$ cat src/rtl/dtrace_splitter_pkg.sv
// Shared constants and types for the data trace access splitter.
// Assumes byte-addressed writes of at most one doubleword.
package dtrace_splitter_pkg;
    localparam int LANE_BYTES = 8;                      // boundary granule in bytes
    localparam int OFF_W      = $clog2(LANE_BYTES);     // offset bits inside a granule
    localparam int SIZE_W     = OFF_W;                  // size code: bytes minus one
    localparam int DATA_W     = LANE_BYTES * 8;         // data lanes in bits
    localparam int PARTS      = 2;                      // at most two parts per write

    typedef enum logic {
        PART_LOWER = 1'b0,
        PART_UPPER = 1'b1
    } part_e;
endpackage

$ cat src/rtl/dtrace_boundary.sv
// Splits one write at the doubleword boundary (combinational).
// Works out whether the bytes run past the aligned boundary. It also gives the
// address, size code and shifted data of the upper part. It assumes the size
// code counts bytes minus one and that byte 0 of the data sits in bits 7:0.
module dtrace_boundary
    import dtrace_splitter_pkg::*;
#(
    parameter int ADDR_W = 32
) (
    input  logic [ADDR_W-1:0] addr,
    input  logic [SIZE_W-1:0] size,
    input  logic [DATA_W-1:0] data,
    output logic              crosses,
    output logic [ADDR_W-1:0] upper_addr,
    output logic [SIZE_W-1:0] upper_size,
    output logic [DATA_W-1:0] upper_data
);
    localparam int SPAN_W  = OFF_W + 2;
    localparam int SHIFT_W = OFF_W + 4;

    logic [OFF_W-1:0]   offset;
    logic [SPAN_W-1:0]  span;
    logic [SPAN_W-1:0]  past_bytes;
    logic [SHIFT_W-1:0] shift_bits;

    // Byte offset of the write inside its doubleword and the end of its span.
    always_comb begin
        offset = addr[OFF_W-1:0];
        span   = SPAN_W'(offset) + SPAN_W'(size) + SPAN_W'(1);
    end

    // Boundary test and the count of bytes that land past the boundary.
    always_comb begin
        crosses    = (span > SPAN_W'(LANE_BYTES));
        past_bytes = span - SPAN_W'(LANE_BYTES);
        upper_size = crosses ? SIZE_W'(past_bytes - SPAN_W'(1)) : '0;
    end

    // Next aligned address after the write's own granule.
    always_comb begin
        upper_addr = {addr[ADDR_W-1:OFF_W] + (ADDR_W-OFF_W)'(1), {OFF_W{1'b0}}};
    end

    // Shift so that the first byte past the boundary lands in lane 0.
    always_comb begin
        shift_bits = SHIFT_W'((LANE_BYTES - int'(offset)) * 8);
        upper_data = crosses ? (data >> shift_bits) : '0;
    end
endmodule

$ cat src/rtl/dtrace_window.sv
// Inclusive address window test (combinational).
// Assumes lo and hi are steady while an access is being judged.
module dtrace_window #(
    parameter int ADDR_W = 32
) (
    input  logic [ADDR_W-1:0] addr,
    input  logic [ADDR_W-1:0] lo,
    input  logic [ADDR_W-1:0] hi,
    output logic              hit
);
    // Hit when the address lies between both bounds, bounds included.
    always_comb begin
        hit = (addr >= lo) && (addr <= hi);
    end
endmodule

$ cat src/rtl/dtrace_part_queue.sv
// Two-slot hand-off stage for the parts of one write.
// Loads both slots when a write is accepted. A slot holds its part only when
// that part passed the window. The lower slot is delivered before the upper
// one, and no new write is taken until both slots are empty.
module dtrace_part_queue
    import dtrace_splitter_pkg::*;
#(
    parameter int ADDR_W = 32
) (
    input  logic              clk,
    input  logic              rst_n,
    input  logic              load,
    input  logic [PARTS-1:0]  keep,
    input  logic [ADDR_W-1:0] part_addr [PARTS],
    input  logic [SIZE_W-1:0] part_size [PARTS],
    input  logic [DATA_W-1:0] part_data [PARTS],
    output logic              empty,
    output logic              out_valid,
    input  logic              out_ready,
    output logic [ADDR_W-1:0] out_addr,
    output logic [SIZE_W-1:0] out_size,
    output logic [DATA_W-1:0] out_data,
    output logic              out_part
);
    logic [PARTS-1:0]  pend_q;
    logic [ADDR_W-1:0] addr_q [PARTS];
    logic [SIZE_W-1:0] size_q [PARTS];
    logic [DATA_W-1:0] data_q [PARTS];
    part_e             sel;
    logic              fire;

    // Lower slot wins whenever it still holds a part.
    always_comb begin
        sel       = pend_q[PART_LOWER] ? PART_LOWER : PART_UPPER;
        out_valid = |pend_q;
        empty     = ~|pend_q;
        fire      = out_valid && out_ready;
        out_addr  = addr_q[sel];
        out_size  = size_q[sel];
        out_data  = data_q[sel];
        out_part  = sel;
    end

    for (genvar g = 0; g < PARTS; g++) begin : g_slot
        // Pending flag: set on load if the part is kept, cleared on hand-off.
        always_ff @(posedge clk) begin
            if (!rst_n) begin
                pend_q[g] <= 1'b0;
            end else if (load) begin
                pend_q[g] <= keep[g];
            end else if (fire && (int'(sel) == g)) begin
                pend_q[g] <= 1'b0;
            end
        end

        // Payload capture for this part when a write is accepted.
        always_ff @(posedge clk) begin
            if (!rst_n) begin
                addr_q[g] <= '0;
                size_q[g] <= '0;
                data_q[g] <= '0;
            end else if (load) begin
                addr_q[g] <= part_addr[g];
                size_q[g] <= part_size[g];
                data_q[g] <= part_data[g];
            end
        end
    end
endmodule

$ cat src/rtl/dtrace_splitter.sv
// Data trace access splitter, top level.
// Takes one captured write per hand-off. It cuts the write at a doubleword
// boundary when needed, filters each part against an inclusive window, and
// issues the surviving parts in bus order. The window is assumed steady while
// a write is in flight.
module dtrace_splitter
    import dtrace_splitter_pkg::*;
#(
    parameter int ADDR_W = 32
) (
    input  logic              clk,
    input  logic              rst_n,
    input  logic [ADDR_W-1:0] win_lo,
    input  logic [ADDR_W-1:0] win_hi,
    input  logic              in_valid,
    output logic              in_ready,
    input  logic [ADDR_W-1:0] in_addr,
    input  logic [SIZE_W-1:0] in_size,
    input  logic [DATA_W-1:0] in_data,
    output logic              out_valid,
    input  logic              out_ready,
    output logic [ADDR_W-1:0] out_addr,
    output logic [SIZE_W-1:0] out_size,
    output logic [DATA_W-1:0] out_data,
    output logic              out_part
);
    logic              crosses;
    logic [ADDR_W-1:0] up_addr;
    logic [SIZE_W-1:0] up_size;
    logic [DATA_W-1:0] up_data;
    logic [ADDR_W-1:0] p_addr [PARTS];
    logic [SIZE_W-1:0] p_size [PARTS];
    logic [DATA_W-1:0] p_data [PARTS];
    logic [PARTS-1:0]  hit;
    logic [PARTS-1:0]  keep;
    logic              empty;
    logic              load;

    dtrace_boundary #(.ADDR_W(ADDR_W)) u_bound (
        .addr       (in_addr),
        .size       (in_size),
        .data       (in_data),
        .crosses    (crosses),
        .upper_addr (up_addr),
        .upper_size (up_size),
        .upper_data (up_data)
    );

    // Part payloads: the lower part keeps the whole write's fields.
    always_comb begin
        p_addr[PART_LOWER] = in_addr;
        p_size[PART_LOWER] = in_size;
        p_data[PART_LOWER] = in_data;
        p_addr[PART_UPPER] = up_addr;
        p_size[PART_UPPER] = up_size;
        p_data[PART_UPPER] = up_data;
    end

    for (genvar g = 0; g < PARTS; g++) begin : g_win
        dtrace_window #(.ADDR_W(ADDR_W)) u_win (
            .addr (p_addr[g]),
            .lo   (win_lo),
            .hi   (win_hi),
            .hit  (hit[g])
        );
    end

    // The upper part only exists for a crossing write.
    always_comb begin
        keep[PART_LOWER] = hit[PART_LOWER];
        keep[PART_UPPER] = hit[PART_UPPER] && crosses;
        in_ready         = empty;
        load             = in_valid && empty;
    end

    dtrace_part_queue #(.ADDR_W(ADDR_W)) u_queue (
        .clk       (clk),
        .rst_n     (rst_n),
        .load      (load),
        .keep      (keep),
        .part_addr (p_addr),
        .part_size (p_size),
        .part_data (p_data),
        .empty     (empty),
        .out_valid (out_valid),
        .out_ready (out_ready),
        .out_addr  (out_addr),
        .out_size  (out_size),
        .out_data  (out_data),
        .out_part  (out_part)
    );
endmodule

$ cat config.mk
export PLATFORM = sky130hd
export DESIGN_NAME = dtrace_splitter
export DESIGN_NICKNAME = d
export VERILOG_FILES = /design/src/rtl/dtrace_splitter_pkg.sv /design/src/rtl/dtrace_boundary.sv /design/src/rtl/dtrace_window.sv /design/src/rtl/dtrace_part_queue.sv /design/src/rtl/dtrace_splitter.sv
export SDC_FILE = /design/constraint.sdc
export NUM_CORES = 1
export LEC_CHECK = 0
export ABC_CLOCK_PERIOD_IN_PS = 10800
export BUFFER_PORTS_ARGS = -buffer_cell sky130_fd_sc_hd__buf_4
export CAP_MARGIN = 20
export CORE_MARGIN = 8
export CORE_UTILIZATION = 45
export DETAILED_ROUTE_END_ITERATION = 7
export HOLD_SLACK_MARGIN = 0.06
export PLACE_DENSITY = 0.67
export REMOVE_ABC_BUFFERS = 1
export SETUP_SLACK_MARGIN = 0.3
export SLEW_MARGIN = 10
export SYNTH_ARGS = -nofsm -noshare
export SYNTH_HDL_FRONTEND = slang
export SYNTH_SLANG_ARGS = --single-unit
$ cat constraint.sdc
create_clock -name clk -period 10.8 [get_ports clk]
set_clock_uncertainty 0.2 [all_clocks]
set_input_delay 1.08 -clock clk [delete_from_list [all_inputs] [get_ports clk]]
set_output_delay 1.08 -clock clk [all_outputs]
set_load 0.005 [all_outputs]
# --- After elaboration in Yosys (flattened, before gate mapping) ---
# Memories as Yosys holds them, arrays and structs flattened.
# Cells that the tools add are included.
op_classes:
  addsub: 6
  order_cmp: 5
  shifts: 1
  muxes: 17
  bitwise_logic: 6
  n_reduce_logical: 11
op_table:
  columns: ["cell", "n"]
  rows:
  - ["64-bit two-way mux", 3]
  - ["32-bit greater-or-equal comparator", 2]
  - ["32-bit <= comparator", 2]
  - ["32-bit two-way mux", 2]
  - ["64-bit by 7-bit right shift with 64-bit output", 1]
  - ["29-bit by 1-bit adder with 29-bit output (second input constant)", 1]
  - ["1-bit two-way mux", 9]
  - ["3-bit two-way mux", 3]
  - ["1-bit logical AND", 7]
  - ["1-bit OR", 6]
  - ["3-bit by 1-bit subtractor with 3-bit output (second input constant)", 2]
  - ["4-bit by 1-bit adder with 5-bit output (second input constant)", 1]
  - ["5-bit by 4-bit > comparator with 1-bit output (second input constant)", 1]
  - ["3-bit by 3-bit adder with 4-bit output", 1]
  - ["2-bit nonzero test", 2]
  - ["4-bit by 3-bit subtractor with 4-bit output (first input constant)", 1]
  - ["2-bit OR reduction", 1]
  - ["1-bit logical NOT", 1]
totals:
  regBits: 2
  ramBits: 198
  inputBits: 167
  out_inout_bits: 102
  elab_cells: 51
  mem_count: 3
mem_list:
  columns: ["memory", "depth", "word_bits", "rd", "rd_ports_with_merged_regs", "wr", "line_no", "text"]
  rows:
  - ["u_queue.data_q", 2, 64, 1, 0, 2, "dtrace_part_queue.sv:28", "logic [DATA_W-1:0] data_q [PARTS];"]
  - ["u_queue.addr_q", 2, 32, 1, 0, 2, "dtrace_part_queue.sv:26", "logic [ADDR_W-1:0] addr_q [PARTS];"]
  - ["u_queue.size_q", 2, 3, 1, 0, 2, "dtrace_part_queue.sv:27", "logic [SIZE_W-1:0] size_q [PARTS];"]

# --- Depth between registers and ports, before layout ---
# Gate-level depths: netlist of run 1.
depth:
  ltp_word: 7
  depth_mapped: 13
  mapped_depth_nobuf: 12

# --- Modules after synthesis ---
# From an unflattened synthesis of run 1, not the netlist that was laid out.
hier_totals:
  cells_unflattened: 1391
  hier_area_um2: 14629.0
modules_own_cells:
  columns: ["module", "n_inst", "cells_per_inst", "area_each_um2", "seq_area_each_um2"]
  rows:
  - ["dtrace_part_queue", 1, 563, 8704.6, 5985.7]
  - ["dtrace_window", 2, 226, 1604.0, 0.0]
  - ["dtrace_boundary", 1, 374, 2703.8, 0.0]
  - ["dtrace_splitter", 1, 2, 12.5, 0.0]

# --- Least setup slack after synthesis of run 1 ---
# Ideal clock, no wire load.
synth_timing:
  path_kind: "in2reg"
  from: "input in_valid"
  to: "memory u_queue.addr_q[0][0], enable pin"
  setup_time_ps: 1563
  t_arrival_ps: 4287
  required_ps: 9037
  setup_slack_ps: 4750
  stages: 2
  n_path_buf: 0
  path_cell_list: "nand2_1 -> nand2_1"
synth_rtl:
  columns: ["item", "line_no", "text"]
  rows:
  - ["start, declared", "dtrace_splitter.sv:15", "input logic in_valid,"]
  - ["end, declared", "dtrace_part_queue.sv:26", null]

==> results of run 1 <==
-- routing by layer --
layer	track usage	up-vias	wire [um]	part of all wire
met3	0.05250	49	2461	0.065
met2	0.3557	330	18290	0.49
met4	0.06939	4	848	0.022
met5	0	-	33	0.00088
met1	0.2564	4948	16080	0.43
li1	-	4915	-	-
-- registers in the layout, indices dropped and copies added, names as in the netlist --
name,flops
u_queue.size_q,6
u_queue.pend_q,2
u_queue.data_q,128
u_queue.addr_q,61
-- worst max-delay path: stages --
cell	delay, ps
sky130_fd_sc_hd__buf_4	670
sky130_fd_sc_hd__inv_1	430
sky130_fd_sc_hd__ha_1	360
sky130_fd_sc_hd__fa_1	440
sky130_fd_sc_hd__ha_1	220
sky130_fd_sc_hd__a21oi_2	140
sky130_fd_sc_hd__o21ai_2	130
sky130_fd_sc_hd__or2_2	640
sky130_fd_sc_hd__nor2_2	390
sky130_fd_sc_hd__and3_1	210
-- layout make-up --
class                           instances  share of cell area
Timing Repair Buffer                  276              0.1283
Tap cell                              390             0.02992
Clock inverter                         14            0.008977
Inverter                               76             0.01749
Multi-Input combinational cell        890              0.4273
Sequential cell                       197              0.3617
Clock buffer                           18             0.02632
-- cell usage in the layout (no fill, tap or decap), types with 25 or more instances in the layout --
| master | n |
|---|---|
| sky130_fd_sc_hd__buf_4 | 274 |
| sky130_fd_sc_hd__edfxtp_1 | 195 |
| sky130_fd_sc_hd__ha_1 | 128 |
| sky130_fd_sc_hd__and2_1 | 119 |
| sky130_fd_sc_hd__mux2_2 | 112 |
| sky130_fd_sc_hd__nor2_1 | 94 |
| sky130_fd_sc_hd__a21oi_1 | 84 |
| sky130_fd_sc_hd__inv_1 | 76 |
| sky130_fd_sc_hd__nand2_1 | 66 |
| sky130_fd_sc_hd__o21ai_0 | 36 |
| sky130_fd_sc_hd__nand3_1 | 35 |
| sky130_fd_sc_hd__nand4_1 | 25 |
-- cells by family after synthesis --
logic type | Yosys count | synth area share
AO/OA/AOI/OAI | 167 | 0.07284
AND/OR/NAND/NOR | 411 | 0.1649
multiplexers | 152 | 0.1395
adder cells (fa/ha/maj) | 130 | 0.1224
buffers and inverters | 132 | 0.03899
flip-flops | 197 | 0.4417
XOR/XNOR | 30 | 0.01968
-- power breakdown --
part           switching, mW  total (mW)  internal (mW)
registers             0.0192       0.931          0.912
clock network          0.312       0.638          0.326
logic                  0.242       0.461          0.219
total                  0.573        2.03           1.46
-- path summary, 6_finish.rpt --
kind	cells past startpoint	slack [ps]	endpoint
hold / removal	3	540	u_queue.pend_q[1]$_SDFFE_PN0P_
setup / recovery	10	6150	u_queue.data_q[1][58]$_SDFFCE_PP0P_
hold reg to reg	3	540	u_queue.pend_q[1]$_SDFFE_PN0P_
setup reg to reg	5	7720	u_queue.addr_q[0][11]$_SDFFCE_PN0P_
-- stage by stage --
stage	power [mW]	instance area (um^2)
6_report	2.030	16310
3_3_place_gp	1.397	15710
4_1_cts	2.045	16290
5_1_grt	2.127	16310
2_1_floorplan	1.200	13110
3_5_place_dp	1.409	15710
==> impl_table.tex, run 1 <==
\begin{tabular}{lr}
\hline
Metric & Value \\
\hline
\multicolumn{2}{l}{\textbf{Clock network}} \\
Count of hold-fix buffers inserted at cts & 0 \\
Resize count post-CTS & 0 \\
Clock tree from TritonCTS & done \\
Clock tree buffer depth & 2 \\
Clock insertion delay at the later pin of the skew report & 440 ps \\
Sinks on Clock Net & 197 \\
Post-CTS clock slew at the launch and capture registers of the worst setup and hold paths & 80 ps \\
Clock buffers created by TritonCTS & 17 \\
CTS Root Buffer Type & sky130\_fd\_sc\_hd\_\_clkbuf\_16 \\
Number of buffers inserted to repair setup after CTS & 0 \\
Maximum level of the CTS H-tree & 4 \\
\multicolumn{2}{l}{\textbf{Drt}} \\
Routed vias & 10,250 \\
Routed Wire Length & 37.71 mm \\
Count of nets left with antenna violations after detail routing & 0 \\
Wire length per cell after detailed routing & 20.26 um \\
Number of vias per cell & 5.506 \\
DRC & 0 \\
Number of search-and-repair iterations in the first detailed-routing pass & 5 \\
Iteration-0 DRC Markers & 692 \\
\multicolumn{2}{l}{\textbf{Yosys}} \\
Yosys top cell by area & sky130\_fd\_sc\_hd\_\_edfxtp\_1 \\
Share of flip-flops with an asynchronous set or reset after synthesis & 0 \\
Proportion of netlist area held by the largest area contributor & 0.4387 \\
Dominant cells by area after synthesis & sky130\_fd\_sc\_hd\_\_edfxtp\_1 44\%, sky130\_fd\_sc\_hd\_\_ha\_1 12\%, sky130\_fd\_sc\_hd\_\_mux2\_2 9.4\% \\
Sequential share of the synthesized area & 0.4417 \\
Warning count from the yosys run & 0 \\
Leading post-synthesis cells by instance count & 195 x sky130\_fd\_sc\_hd\_\_edfxtp\_1, 129 x sky130\_fd\_sc\_hd\_\_ha\_1, 119 x sky130\_fd\_sc\_hd\_\_and2\_1 \\
Count leader, synth & sky130\_fd\_sc\_hd\_\_edfxtp\_1 \\
Library cells used by synthesis & 60 \\
Synthesized area divided by synthesized cell count & 10.95 um\^{}2 \\
Dominant synthesized flop cell & sky130\_fd\_sc\_hd\_\_edfxtp\_1 \\
Count of flip-flops with a built-in enable after synthesis & 195 \\
Post-Synthesis Cells & 1,219 \\
Seq cells post-synth & 197 \\
Netlist area before placement & 13,350 um\^{}2 \\
\multicolumn{2}{l}{\textbf{Setup path}} \\
Category of the critical setup timing path & in -> reg \\
Highest net fanout along the worst path & 57 \\
Startpoint Class & input pin \\
Type of destination of the critical path & flip-flop \\
Arrival time of the worst setup path & 4760 ps \\
Startpoint of the most critical setup path & in\_addr[0] \\
Reg-to-Reg Start & u\_queue.pend\_q[0]\$\_SDFFE\_PN0P\_ \\
Critical path data required time & 10,910 ps \\
\multicolumn{2}{l}{\textbf{Cells and area}} \\
FF/Latch Area & 5899 um\^{}2 \\
Share of final-layout standard cells stronger than drive strength 1 & 0.3100 \\
Number of fillers in the final layout & 2,571 \\
Synth-to-layout area growth & 22.18\% \\
Antenna diode instance count & 0 \\
Area occupied by multi-input gates & 6968 um\^{}2 \\
Filler-free cell count of the finished design & 1,861 \\
Fin nets & 1,755 \\
Utilization of the core after routing & 0.5547 \\
\multicolumn{2}{l}{\textbf{Place}} \\
Placer congestion estimate & 0.9176 \\
Placed wire-length estimate after detailed placement & 27.52 mm \\
Port buffer count & 268 \\
DP Worst Slack & 5646 ps \\
Placed cell count & 1,827 \\
\multicolumn{2}{l}{\textbf{Hold path}} \\
Start point of the worst min-delay path & u\_queue.pend\_q[1]\$\_SDFFE\_PN0P\_ \\
Worst min-delay path class & reg -> reg \\
\multicolumn{2}{l}{\textbf{Die}} \\
Chip Width & 188.2 um \\
Number of top-level pins & 269 \\
Total die area & 35,430 um\^{}2 \\
Die extent in y & 188.2 um \\
Area of the core & 29,400 um\^{}2 \\
Effective utilization at floorplan & 0.4540 \\
Number of core rows & 63 \\
\multicolumn{2}{l}{\textbf{Pwr}} \\
Total leakage power & 7.190 nW \\
Worst ir drop on vdd & 0.00009377 V \\
PwrDens & 124.5 nW/um\^{}2 \\
\multicolumn{2}{l}{\textbf{Timing}} \\
Hold slack final & 537.9 ps \\
Unrepaired setup endpoints after global routing & false \\
Period minus WS final & 4654 ps \\
Max frequency & 214.9 MHz \\
Crit path setup slack, layout & 6146 ps \\
Hold Fails Final Rpt & 0 \\
Setup violators final & 0 \\
Final worst path period share & 0.4309 \\
Worst slew pin tran & 1050 ps \\
Number of slew-limit violations in the final report & 0 \\
Slew margin rel. & 0.2985 \\
Setup TNS & 0 ps \\
\multicolumn{2}{l}{\textbf{Global routing}} \\
Number of antenna violations at the first check in global routing & 2 \\
Global-route usage over all layers & 0.2094 \\
Number of global-route vias before repair & 11,070 \\
Pin count of the biggest net entering global routing & 164 \\
Overall overflow remaining after global route & 0 \\
First-pass GRT wire length & 59.19 mm \\
\multicolumn{2}{l}{\textbf{Flow run}} \\
Max-cap viol count & 0 \\
\multicolumn{2}{l}{\textbf{Status}} \\
Result of the run & finished clean \\
\hline
\end{tabular}
Power figures use the tool's default switching activity.
==> run 2: changes to the inputs <==
ABC_CLOCK_PERIOD_IN_PS = 3800   (was 10800)
PLACE_DENSITY = 0.7   (was 0.67)
clock period = 3.8 ns   (was 10.8 ns; I/O delays follow)
==> impl_table.tex, run 2 (synthesis gave the netlist of run 1 again) <==
\begin{tabular}{lr}
\hline
Metric & Value \\
\hline
\multicolumn{2}{l}{\textbf{Cells and area}} \\
Synth-to-layout area growth & 27.78\% \\
Max reg flops & 128 \\
Utilization of the core after routing & 0.5801 \\
Fin nets & 1,832 \\
Commonest cells after routing, fill and taps aside & 287 x sky130\_fd\_sc\_hd\_\_buf\_4, 195 x sky130\_fd\_sc\_hd\_\_edfxtp\_1, 128 x sky130\_fd\_sc\_hd\_\_ha\_1 \\
Area of all placed cells without fillers & 17,060 um\^{}2 \\
Register with the most flip-flops & u\_queue.data\_q \\
Commonest non-fill, non-tap cell in the layout & sky130\_fd\_sc\_hd\_\_buf\_4 \\
Share of final-layout standard cells stronger than drive strength 1 & 0.3056 \\
Number of fillers in the final layout & 2,432 \\
Registers with the most flip-flops & u\_queue.data\_q x128, u\_queue.addr\_q x61, u\_queue.size\_q x6 \\
\multicolumn{2}{l}{\textbf{Clock network}} \\
Number of buffers inserted to repair setup after CTS & 0 \\
CTS Root Buffer Type & sky130\_fd\_sc\_hd\_\_clkbuf\_16 \\
Sinks on Clock Net & 197 \\
Post-CTS clock slew at the launch and capture registers of the worst setup and hold paths & 70 ps \\
Count of hold-fix buffers inserted at cts & 62 \\
Clock insertion delay at the later pin of the skew report & 430 ps \\
Clock tree buffer depth & 2 \\
Clock buffers created by TritonCTS & 17 \\
Resize count post-CTS & 0 \\
Clock tree from TritonCTS & done \\
Maximum level of the CTS H-tree & 4 \\
\multicolumn{2}{l}{\textbf{Setup path}} \\
Cell with the largest stage delay on the worst path & sky130\_fd\_sc\_hd\_\_or4\_1 \\
Type of destination of the critical path & flip-flop \\
Startpoint Class & input pin \\
Worst Reg2Reg Path Length in Cells & 5 \\
Arrival time of the worst setup path & 3380 ps \\
Max incr delay on CP & 610 ps \\
Highest net fanout along the worst path & 5 \\
Critical path data required time & 3930 ps \\
Category of the critical setup timing path & in -> reg \\
Worst path cell trace & buf\_4 -> inv\_1 -> ha\_1 -> nand2b\_1 -> a2111oi\_0 -> nor4\_1 -> or4\_1 -> a21oi\_1 -> o32ai\_1 -> dlygate4sd3\_1 \\
\multicolumn{2}{l}{\textbf{Timing}} \\
Final worst path period share & 0.8574 \\
Unrepaired setup endpoints after global routing & false \\
Period minus WS final & 3258 ps \\
Setup violators final & 0 \\
Number of slew-limit violations in the final report & 0 \\
Worst slew pin tran & 996.5 ps \\
Max frequency & 306.9 MHz \\
Slew margin rel. & 0.3343 \\
Hold Fails Final Rpt & 0 \\
\multicolumn{2}{l}{\textbf{Place}} \\
Placer congestion estimate & 0.8812 \\
Placement Cell Area & 15,870 um\^{}2 \\
Placed wire-length estimate after detailed placement & 28.58 mm \\
Port buffer count & 268 \\
\multicolumn{2}{l}{\textbf{Global routing}} \\
First-pass GRT wire length & 60.02 mm \\
Number of global-route vias before repair & 10,960 \\
Overall overflow remaining after global route & 0 \\
Pin count of the biggest net entering global routing & 95 \\
Global-route usage over all layers & 0.2138 \\
Number of antenna violations at the first check in global routing & 3 \\
\multicolumn{2}{l}{\textbf{Pwr}} \\
Worst ir drop on vdd & 0.0002451 V \\
Total leakage power & 7.520 nW \\
PwrDens & 339.3 nW/um\^{}2 \\
\multicolumn{2}{l}{\textbf{Drt}} \\
Wire length per cell after detailed routing & 19.89 um \\
Iteration-0 DRC Markers & 534 \\
Count of nets left with antenna violations after detail routing & 0 \\
Number of vias per cell & 5.434 \\
DRC & 0 \\
Routed Wire Length & 38.57 mm \\
Number of search-and-repair iterations in the first detailed-routing pass & 4 \\
Routed vias & 10,540 \\
\multicolumn{2}{l}{\textbf{Die}} \\
Number of core rows & 63 \\
Effective utilization at floorplan & 0.4540 \\
Number of top-level pins & 269 \\
Die extent in y & 188.2 um \\
Chip Width & 188.2 um \\
Total die area & 35,430 um\^{}2 \\
Area of the core & 29,400 um\^{}2 \\
\multicolumn{2}{l}{\textbf{Hold path}} \\
Worst min-delay path class & in -> reg \\
Hold-critical path depth & 2 \\
\multicolumn{2}{l}{\textbf{Flow run}} \\
Max-cap viol count & 0 \\
\multicolumn{2}{l}{\textbf{Status}} \\
Result of the run & finished clean \\
\hline
\end{tabular}
## run 2: cell count changes in the layout (fill, tap and decap cells not counted), sizes merged
cell / before / now
clkinv: 7 / 5
dlygate4sd3: 0 / 62
clkbuf: 18 / 17
diode: 0 / 1
inv: 81 / 83
buf: 276 / 291
clkinvlp: 1 / 3
bufinv: 1 / 0
## run 2: path summary, 6_finish.rpt
path / slack [ps] / end / from
max reg2reg: 780 / u_queue.pend_q[0]$_SDFFE_PN0P_ / u_queue.pend_q[0]$_SDFFE_PN0P_
max: 540 / u_queue.pend_q[0]$_SDFFE_PN0P_ / in_addr[0]
min reg2reg: 550 / u_queue.pend_q[1]$_SDFFE_PN0P_ / u_queue.pend_q[1]$_SDFFE_PN0P_
min: 80 / u_queue.data_q[0][63]$_SDFFCE_PN0P_ / in_data[63]
## run 2: metal layers
metal,vias up,share of wire,wire (um),global-route usage
li1,5070,-,-,-
met1,5065,0.43,16400,0.2647
met2,352,0.49,19070,0.3691
met3,45,0.061,2349,0.04824
met4,4,0.019,718,0.05970
met5,-,0.00093,36,0
## run 2: worst max-delay path, delay by kind of cell
kind	cells	cell delay, ps
buffers and inverters	3	900
and+or+nand+nor	3	880
AOI/OAI and AO/OA	3	920
adders and majority gates	1	290
## run 2: layout make-up
cell class	instances	area, um^2	share of cell area
diodes	1	2.502	0.0001467
clock buffers	17	425.4	0.02494
clock inverters	15	141.4	0.008289
inverters	76	285.3	0.01673
multi-input cells	890	6968	0.4085
flip-flops and latches	197	5899	0.3459
well taps	390	488.0	0.02861
repair buffers	353	2846	0.1669
## run 2: power breakdown
part           switching [mW]  leakage [nW]  internal, mW
clock network           0.889         0.270         0.869
registers              0.0447          2.16          2.59
logic                   0.716          5.09         0.680
total                    1.65          7.52          4.14
## run 2: per-stage QoR
step	hold WS [ps]	power (mW)	cells	TNS, ps	setup slack, ps
global route	66.27	6.057	1939	0	398.9
detailed placement	402.5	4.029	1844	0	226.5
global placement	405.1	3.999	1843	0	291.8
floorplan	279.1	3.410	1163	-953970	-4093
finish	83.60	5.787	1939	0	541.7
CTS	62.50	5.830	1938	0	530.7
==> run 3: changes to the inputs <==
--- a/config.mk
+++ b/config.mk
@@ -13,5 +13,5 @@
 export DETAILED_ROUTE_END_ITERATION = 7
 export HOLD_SLACK_MARGIN = 0.06
-export PLACE_DENSITY = 0.7
+export PLACE_DENSITY = 0.67
 export REMOVE_ABC_BUFFERS = 1
 export SETUP_SLACK_MARGIN = 0.3
==> constraint.sdc (replaced) <==
create_clock -name clk -period 3.8 [get_ports clk]
set_clock_uncertainty 0.2 [all_clocks]
set_input_delay 0.38 -clock clk [delete_from_list [all_inputs] [get_ports clk]]
set_output_delay 0.38 -clock clk [all_outputs]
set_load 0.02 [all_outputs]
==> impl_table.tex, run 3 (synthesis gave the netlist of run 1 again) <==
\begin{tabular}{lr}
\hline
Metric & Value \\
\hline
\multicolumn{2}{l}{\textbf{Die}} \\
Die extent in y & 188.2 um \\
Total die area & 35,430 um\^{}2 \\
Area of the core & 29,400 um\^{}2 \\
Effective utilization at floorplan & 0.4540 \\
Number of core rows & 63 \\
Number of top-level pins & 269 \\
Chip Width & 188.2 um \\
\multicolumn{2}{l}{\textbf{Clock network}} \\
Clock tree from TritonCTS & done \\
Clock insertion delay at the later pin of the skew report & 430 ps \\
Clock tree buffer depth & 2 \\
Sinks on Clock Net & 197 \\
Maximum level of the CTS H-tree & 4 \\
Count of hold-fix buffers inserted at cts & 62 \\
CTS Root Buffer Type & sky130\_fd\_sc\_hd\_\_clkbuf\_16 \\
Number of buffers inserted to repair setup after CTS & 0 \\
Post-CTS clock slew at the launch and capture registers of the worst setup and hold paths & 80 ps \\
Resize count post-CTS & 0 \\
Clock buffers created by TritonCTS & 17 \\
\multicolumn{2}{l}{\textbf{Cells and area}} \\
Filler-free cell count of the finished design & 1,942 \\
Registers with the most flip-flops & u\_queue.data\_q x128, u\_queue.addr\_q x61, u\_queue.size\_q x6 \\
Max reg flops & 128 \\
Fin nets & 1,836 \\
Register with the most flip-flops & u\_queue.data\_q \\
Synth-to-layout area growth & 28.21\% \\
Area of all placed cells without fillers & 17,110 um\^{}2 \\
Commonest non-fill, non-tap cell in the layout & sky130\_fd\_sc\_hd\_\_buf\_4 \\
Share of final-layout standard cells stronger than drive strength 1 & 0.3063 \\
Commonest cells after routing, fill and taps aside & 290 x sky130\_fd\_sc\_hd\_\_buf\_4, 195 x sky130\_fd\_sc\_hd\_\_edfxtp\_1, 128 x sky130\_fd\_sc\_hd\_\_ha\_1 \\
\multicolumn{2}{l}{\textbf{Pwr}} \\
Total leakage power & 7.552 nW \\
Worst ir drop on vdd & 0.0002246 V \\
PwrDens & 349.3 nW/um\^{}2 \\
\multicolumn{2}{l}{\textbf{Timing}} \\
Number of slew-limit violations in the final report & 0 \\
Hold Fails Final Rpt & 0 \\
Max frequency & 295.3 MHz \\
Worst slew pin tran & 1016 ps \\
Unrepaired setup endpoints after global routing & false \\
Setup violators final & 0 \\
Period minus WS final & 3386 ps \\
Slew margin rel. & 0.3211 \\
Final worst path period share & 0.8911 \\
\multicolumn{2}{l}{\textbf{Setup path}} \\
Arrival time of the worst setup path & 3510 ps \\
Type of destination of the critical path & flip-flop \\
Startpoint Class & input pin \\
Cell with the largest stage delay on the worst path & sky130\_fd\_sc\_hd\_\_or4\_1 \\
Worst path cell trace & buf\_4 -> inv\_1 -> ha\_1 -> nand2b\_1 -> a2111oi\_0 -> nor4\_1 -> or4\_1 -> a21oi\_1 -> o32ai\_1 -> dlygate4sd3\_1 \\
Max incr delay on CP & 610 ps \\
Critical path buffers and inverters & 3 \\
Reg-to-Reg Start & u\_queue.pend\_q[0]\$\_SDFFE\_PN0P\_ \\
Crit-path leading delay family & compound AO/OA/AOI/OAI gates \\
Worst reg-to-reg setup slack & 730 ps \\
Category of the critical setup timing path & in -> reg \\
Worst Reg2Reg Path Length in Cells & 7 \\
Critical path data required time & 3930 ps \\
Worst r2r dst & u\_queue.pend\_q[0]\$\_SDFFE\_PN0P\_ \\
Highest net fanout along the worst path & 4 \\
Number of gates on the worst path with buffers counted & 10 \\
\multicolumn{2}{l}{\textbf{Global routing}} \\
Global-route usage over all layers & 0.2193 \\
Pin count of the biggest net entering global routing & 90 \\
Number of global-route vias before repair & 10,960 \\
Number of antenna violations at the first check in global routing & 2 \\
Overall overflow remaining after global route & 0 \\
First-pass GRT wire length & 61.20 mm \\
\multicolumn{2}{l}{\textbf{Status}} \\
Result of the run & finished clean \\
\multicolumn{2}{l}{\textbf{Place}} \\
Placer congestion estimate & 0.9150 \\
Placed cell count & 1,848 \\
Placed wire-length estimate after detailed placement & 29.25 mm \\
Port buffer count & 268 \\
Placement Cell Area & 15,920 um\^{}2 \\
\multicolumn{2}{l}{\textbf{Drt}} \\
Iteration-0 DRC Markers & 637 \\
Wire length per cell after detailed routing & 20.36 um \\
Number of search-and-repair iterations in the first detailed-routing pass & 5 \\
DRC & 0 \\
Routed vias & 10,570 \\
Number of vias per cell & 5.443 \\
Count of nets left with antenna violations after detail routing & 0 \\
Routed Wire Length & 39.54 mm \\
\multicolumn{2}{l}{\textbf{Hold path}} \\
Hold worst-path end & u\_queue.data\_q[0][61]\$\_SDFFCE\_PN0P\_ \\
Worst min-delay path class & in -> reg \\
Hold-critical path depth & 2 \\
Start point of the worst min-delay path & in\_data[61] \\
\multicolumn{2}{l}{\textbf{Flow run}} \\
Max-cap viol count & 0 \\
\hline
\end{tabular}
run 3: worst max-delay path by stage:
| stage | from | end | slack (ps) |
|---|---|---|---|
| 3_3_place_gp | in_addr[3] | u_queue.pend_q[1]$_SDFFE_PN0P_ | 360 |
| 6_report | in_addr[0] | u_queue.pend_q[0]$_SDFFE_PN0P_ | 410 |
| 3_5_place_dp | in_addr[7] | u_queue.pend_q[1]$_SDFFE_PN0P_ | 280 |
| 4_1_cts | u_queue.pend_q[0]$_SDFFE_PN0P_ | out_data[23] | 450 |
| 2_1_floorplan | u_queue.pend_q[0]$_SDFFE_PN0P_ | u_queue.addr_q[0][0]$_SDFFCE_PN0P_ | -4430 |
| 5_1_grt | in_addr[0] | u_queue.pend_q[0]$_SDFFE_PN0P_ | 350 |
run 3: power by group:
part           internal, mW  switching (mW)  total, mW
sequential             2.59          0.0564       2.65
clock                 0.924           0.874       1.80
combinational         0.695           0.838       1.53
run 3: area by class of cell:
type                       instances  area, um^2
antenna                            1       2.502
clock buffer                      17       425.4
clock inverter                    14       146.4
fill                            2499       12290
inverter                          76       285.3
multi-input combinational        890        6968
sequential                       197        5899
tap                              390       488.0
timing repair buffer             357        2898
run 3: metrics by stage:
stage	setup slack [ps]	total power [mW]	hold WS (ps)	util	setup TNS, ps
finish	413.8	5.977	86.77	0.5820	0
global route	348.1	6.239	65.08	0.5819	0
CTS	445.4	6.027	61.98	0.5819	0
detailed placement	279.1	4.175	400.1	0.5414	0
global placement	362.5	4.147	402.2	0.5414	0
floorplan	-4432	3.539	279.1	-	-1056460
run 3: metal layers:
layer  wire [um]  GRT usage
met5          31          0
met4         819    0.06273
met3        2748    0.05656
met2       19160     0.3745
met1       16790     0.2698
